==> config.mk <==
export PLATFORM = sky130hd
export DESIGN_NAME = uart_addr_rx
export DESIGN_NICKNAME = d
export VERILOG_FILES = /design/src/rtl/uart_rx_pkg.sv /design/src/rtl/uart_rx_sampler.sv /design/src/rtl/uart_rx_addr_match.sv /design/src/rtl/uart_rx_buffer.sv /design/src/rtl/uart_addr_rx.sv
export SDC_FILE = /design/constraint.sdc
export NUM_CORES = 1
export LEC_CHECK = 0
export ABC_CLOCK_PERIOD_IN_PS = 2700
export BUFFER_PORTS_ARGS = -buffer_cell sky130_fd_sc_hd__clkbuf_2
export CAP_MARGIN = 20
export CORE_MARGIN = 2
export CORE_UTILIZATION = 59
export DETAILED_ROUTE_END_ITERATION = 6
export PLACE_DENSITY = 0.84
export SYNTH_ARGS = -nofsm -noshare
export SYNTH_HDL_FRONTEND = slang
export SYNTH_SLANG_ARGS = --single-unit
==> constraint.sdc <==
create_clock -name clk -period 2.7 [get_ports clk]
set_input_delay 0.54 -clock clk [delete_from_list [all_inputs] [get_ports clk]]
set_output_delay 0.54 -clock clk [all_outputs]
set_load 0.005 [all_outputs]
==> src/rtl/uart_rx_pkg.sv <==
package uart_rx_pkg;
   typedef enum logic [1:0] {
      RX_IDLE  = 2'd0,
      RX_START = 2'd1,
      RX_DATA  = 2'd2,
      RX_STOP  = 2'd3
   } rx_state_e;

   localparam logic [1:0] MODE_SHIFT = 2'd0;
   localparam logic [1:0] MODE_UART8 = 2'd1;
endpackage

==> src/rtl/uart_rx_sampler.sv <==
module uart_rx_sampler
   import uart_rx_pkg::*;
#(
   parameter int DATA_W = 8,
   parameter int OSR    = 16
) (
   input  logic              clk,
   input  logic              rst_n,
   input  logic              tick_i,
   input  logic              rxd_i,
   input  logic              arm_i,
   input  logic              nine_i,
   output logic [DATA_W:0]   shift_o,
   output logic              done_o
);
   localparam int CNT_W = $clog2(OSR);
   localparam int BITS  = DATA_W + 1;
   localparam int IDX_W = $clog2(BITS + 1);
   localparam logic [CNT_W-1:0] MID_CNT  = CNT_W'(OSR / 2 - 1);
   localparam logic [CNT_W-1:0] LAST_CNT = CNT_W'(OSR - 1);
   localparam logic [IDX_W-1:0] LAST_IDX = IDX_W'(BITS - 1);

   rx_state_e        state;
   logic [CNT_W-1:0] cnt;
   logic [IDX_W-1:0] idx;

   always_ff @(posedge clk or negedge rst_n) begin
      if (!rst_n) begin
         state   <= RX_IDLE;
         cnt     <= '0;
         idx     <= '0;
         shift_o <= '0;
         done_o  <= 1'b0;
      end else begin
         done_o <= 1'b0;
         if (tick_i) begin
            case (state)
               RX_IDLE: begin
                  if (arm_i && !rxd_i) begin
                     state <= RX_START;
                     cnt   <= '0;
                  end
               end
               RX_START: begin
                  if (cnt == MID_CNT) begin
                     cnt <= '0;
                     idx <= '0;
                     state <= rxd_i ? RX_IDLE : RX_DATA;
                  end else begin
                     cnt <= cnt + 1'b1;
                  end
               end
               RX_DATA: begin
                  if (cnt == LAST_CNT) begin
                     cnt     <= '0;
                     shift_o <= {rxd_i, shift_o[DATA_W:1]};
                     if (idx == LAST_IDX) begin
                        done_o <= 1'b1;
                        state  <= nine_i ? RX_STOP : RX_IDLE;
                     end else begin
                        idx <= idx + 1'b1;
                     end
                  end else begin
                     cnt <= cnt + 1'b1;
                  end
               end
               default: begin
                  if (cnt == LAST_CNT) begin
                     cnt   <= '0;
                     state <= RX_IDLE;
                  end else begin
                     cnt <= cnt + 1'b1;
                  end
               end
            endcase
         end
      end
   end
endmodule

==> src/rtl/uart_rx_addr_match.sv <==
module uart_rx_addr_match #(
   parameter int  DATA_W   = 8,
   parameter bit  BCAST_EN = 1'b1
) (
   input  logic [DATA_W-1:0] byte_i,
   input  logic [DATA_W-1:0] addr_i,
   input  logic [DATA_W-1:0] mask_i,
   output logic              given_o,
   output logic              bcast_o
);
   assign given_o = ((byte_i ^ addr_i) & mask_i) == '0;

   generate
      if (BCAST_EN) begin : g_bcast
         logic [DATA_W-1:0] must_one;
         assign must_one = addr_i | mask_i;
         assign bcast_o  = (byte_i & must_one) == must_one;
      end else begin : g_no_bcast
         assign bcast_o = 1'b0;
      end
   endgenerate
endmodule

==> src/rtl/uart_rx_buffer.sv <==
module uart_rx_buffer #(
   parameter int DATA_W = 8
) (
   input  logic              clk,
   input  logic              rst_n,
   input  logic              done_i,
   input  logic [DATA_W:0]   frame_i,
   input  logic              accept_i,
   input  logic              clr_i,
   output logic [DATA_W-1:0] data_o,
   output logic              bit9_o,
   output logic              flag_o
);
   always_ff @(posedge clk or negedge rst_n) begin
      if (!rst_n) begin
         data_o <= '0;
         bit9_o <= 1'b0;
         flag_o <= 1'b0;
      end else if (clr_i) begin
         flag_o <= 1'b0;
      end else if (done_i && accept_i && !flag_o) begin
         data_o <= frame_i[DATA_W-1:0];
         bit9_o <= frame_i[DATA_W];
         flag_o <= 1'b1;
      end
   end
endmodule

==> src/rtl/uart_addr_rx.sv <==
module uart_addr_rx
   import uart_rx_pkg::*;
#(
   parameter int DATA_W   = 8,
   parameter int OSR      = 16,
   parameter bit BCAST_EN = 1'b1
) (
   input  logic              clk,
   input  logic              rst_n,
   input  logic              rxd_i,
   input  logic              tick16_i,
   input  logic [1:0]        mode_i,
   input  logic              mpe_i,
   input  logic              ren_i,
   input  logic [DATA_W-1:0] addr_i,
   input  logic [DATA_W-1:0] mask_i,
   input  logic              flag_clr_i,
   output logic [DATA_W-1:0] data_o,
   output logic              bit9_o,
   output logic              rx_flag_o,
   output logic              given_match_o,
   output logic              bcast_match_o
);
   generate
      if (OSR < 4 || (OSR & (OSR - 1)) != 0) begin : g_bad_osr
         $error("OSR must be a power of two of at least 4");
      end
      if (DATA_W < 1) begin : g_bad_width
         $error("DATA_W must be positive");
      end
   endgenerate

   logic [DATA_W:0] frame_w;
   logic            done_w;
   logic            arm_w;
   logic            rx_given_w;
   logic            rx_bcast_w;
   logic            filter_w;
   logic            accept_w;

   assign arm_w = ren_i && (mode_i != MODE_SHIFT);

   uart_rx_sampler #(.DATA_W(DATA_W), .OSR(OSR)) u_sampler (
      .clk     (clk),
      .rst_n   (rst_n),
      .tick_i  (tick16_i),
      .rxd_i   (rxd_i),
      .arm_i   (arm_w),
      .nine_i  (mode_i[1]),
      .shift_o (frame_w),
      .done_o  (done_w)
   );

   uart_rx_addr_match #(.DATA_W(DATA_W), .BCAST_EN(BCAST_EN)) u_rx_match (
      .byte_i  (frame_w[DATA_W-1:0]),
      .addr_i  (addr_i),
      .mask_i  (mask_i),
      .given_o (rx_given_w),
      .bcast_o (rx_bcast_w)
   );

   assign filter_w = mpe_i && mode_i[1];
   assign accept_w = (mode_i != MODE_SHIFT) &&
                     (!filter_w || (frame_w[DATA_W] && (rx_given_w || rx_bcast_w)));

   uart_rx_buffer #(.DATA_W(DATA_W)) u_buffer (
      .clk      (clk),
      .rst_n    (rst_n),
      .done_i   (done_w),
      .frame_i  (frame_w),
      .accept_i (accept_w),
      .clr_i    (flag_clr_i),
      .data_o   (data_o),
      .bit9_o   (bit9_o),
      .flag_o   (rx_flag_o)
   );

   uart_rx_addr_match #(.DATA_W(DATA_W), .BCAST_EN(BCAST_EN)) u_buf_match (
      .byte_i  (data_o),
      .addr_i  (addr_i),
      .mask_i  (mask_i),
      .given_o (given_match_o),
      .bcast_o (bcast_match_o)
   );
endmodule

==> out/qor.txt <==
Rel. slew slack: 51.1%
Syn Inst Count: 198
Die area: 0.00370 mm2
Commonest cells post-synth: dfrtp_1 (30), nand2_1 (18), a22oi_1 (16), xor2_1 (16), nor2_1 (14)
Nets: 261
CORE AREA: 0.00305 mm2
Die X: 60.9 um
Largest net degree at the start of global routing: 31
Placed cell count: 270
Overflow after GRT: 0
Flops & latches, synth: 30
Max-cap violations: 0
Top-area cell type share of the netlist area: 39.4%
Crit path launch type: flop
Worst R2R Start: u_sampler.shift_o[3]
Peak VDD IR: 0.463 mV
Sink Count: 30
Die height: 60.9 um
Status: complete, no violations
Post-CTS Hold Buffers: 0
Hold WS: 251 ps
Gate power share: 26.4%
Final Hold Viols: 0
DRC viols: 0
Leak Pwr: 0.00101 uW
Crit path max fanout: 5
Postcts setup bufs: 0
Syn-to-layout area delta: 13.1%
Total GRT Usage: 25.2%
Reg2Reg Setup Slack: 850 ps
# setup viols final: 0
HP Class: primary input to asynchronous set/reset pin
Worst skew pair latency: 330 ps
Starting Density: 62.5%
Fin. max-slew vios: 0
First-pass GRT wire length: 6800 um
EDFF count, synth: 0
Post_cts resized: 0
Via count: 1702
Antenna violations before repair: 0
CTS Root Cell: clkbuf_4
Area contributors post-synth: dfrtp_1 (39%), xor2_1 (7.3%), a22oi_1 (6.3%)
NetSw: 416 uW
Layout cells sized above 1: 29.1%
Met2 usage: 44.5%
Distinct cells, synth: 39
Worst Tran Pin Value: 734 ps
Post-DP HPWL: 3150 um
Post-route setup TNS: 0 ps
M1 GR Usage: 30.3%
Fin crit share: 74.5%
DRT iter0 DRCs: 138
Min Tclk post-route: 2010 ps
Setup ws final: 688 ps
Overall Power: 1190 uW
Seq/Total Area, Yosys: 39.4%
WL/cell: 15.2 um
Pre-CTS WS: 675 ps
Routed wire length: 4240 um
Switching share of total power: 34.9%
Max clock buf depth: 2
Sequential Power Share: 49.8%
H-tree levels: 2
Max Freq: 497 MHz
RSZ-0062 raised after global routing: false
YS warnings: 0
PortBufs: 36
Post-Synthesis Mean Instance Area: 9.63 um2
R2R cell count: 5
Num CTS Buffers: 5
Diodes inserted: 0
Io pins: 37
Most crowded layer after global routing: met2
Leading area contributor after synthesis: dfrtp_1
Mapped Area: 0.00191 mm2
Power Dens Cells: 554 mW/mm2
Post-synth ARST share: 100%
Setup Skew: 5.85 ps
Top-count cell post-synth: dfrtp_1
Syn nets: 226
Final Wtd Congestion: 0.925
Crit Reg-Reg Endpoint: u_buffer.flag_o
TritonRoute pass-1 iters: 5
Synth Flop Type: dfrtp_1
Clk network pwr share: 23.7%
Reg clk slew, reported paths: 100 ps
Met3 GRT Util: 5.76%
WP data required: 2160 ps
Number of global-route vias before repair: 1531
Int Power: 778 uW
Critical Path AT: 1470 ps
Final cell count without fillers: 278
CP endpoint kind: primary output
Rows: 20
DR vias/cell: 6.12
Critical path class: flop to primary output
CTS tree: yes
Detail Route Antenna Nets: 0
==> power by group through the flow <==
stage | Clock, uW | Combinational, uW | Sequential [uW]
after floorplan | 0 | 262 | 555
after global placement | 0 | 303 | 594
after detailed placement | 0 | 315 | 597
after CTS | 292 | 319 | 591
after global routing | 314 | 358 | 606
final | 283 | 316 | 595
==> per-layer routing <==
layer | share of wire [%] | vias up
met1 | 42 | 818
met3 | 6.0 | 4
met4 | 0.94 | 0
li1 | - | 813
met5 | 0 | -
met2 | 51 | 67
==> stage by stage <==
step / utilization (%) / cell area, um2
after floorplan: - / 1910
after CTS: 70.7 / 2160
after detailed placement: 68.7 / 2100
after global placement: 68.7 / 2100
after global routing: 70.7 / 2160
final: 70.7 / 2160
==> logic make-up (layout without fill, tap and decap cells) <==
| kind of cell | Yosys count | in the layout | synth area share (%) |
|---|---|---|---|
| simple gates | 73 | 73 | 19.9 |
| mux | 10 | 10 | 5.84 |
| fa+ha+maj | 3 | 3 | 1.97 |
| flops | 30 | 30 | 39.4 |
| buf+inv | 11 | 47 | 2.95 |
| xor+xnor | 19 | 19 | 8.73 |
| compound gates | 52 | 52 | 21.2 |
==> worst max-delay path: stages, from the launching register on <==
cell and delay, ps:
dfrtp_1 450, xor2_1 170, a22oi_1 210, and4_1 200, clkbuf_2 110
==> cell type report <==
| type | count | area [um2] |
|---|---|---|
| inverters | 3 | 11.3 |
| multi-input cells | 157 | 1100 |
| clock buffers | 7 | 55.1 |
| fillers | 251 | 896 |
| clock inverters | 1 | 5.00 |
| repair buffers | 36 | 180 |
| flip-flops and latches | 30 | 751 |
| well taps | 44 | 55.1 |
==> layout by cell type (no fill, tap or decap), drive strengths merged, types with 6 or more instances in the layout <==
cell type,n
xor2,16
mux2,9
clkbuf,43
o22ai,8
a22oi,16
o211ai,8
o21ai,10
nand2,18
nand3,6
dfrtp,30
nand4,9
nor2,17
==> worst max path at each step <==
stage / to / slack [ps] / from / cells past startpoint
after detailed placement: u_buffer.flag_o / 670 / addr_i[3] / 6
after floorplan: u_buffer.data_o[0] / 820 / addr_i[2] / 7
after global placement: u_buffer.bit9_o / 700 / addr_i[4] / 6
final: given_match_o / 690 / u_buffer.data_o[7] / 4
after CTS: given_match_o / 660 / u_buffer.data_o[7] / 4
after global routing: given_match_o / 600 / u_buffer.data_o[7] / 4
==> sequential cells by signal, indices dropped and copies added, names as in the netlist <==
| register | cells |
|---|---|
| u_buffer.flag_o | 1 |
| u_sampler.idx | 4 |
| u_sampler.cnt | 4 |
| u_buffer.bit9_o | 1 |
| u_sampler.shift_o | 9 |
| u_buffer.data_o | 8 |
| u_sampler.state | 2 |
| u_sampler.done_o | 1 |
Power figures use the tool's default switching activity.
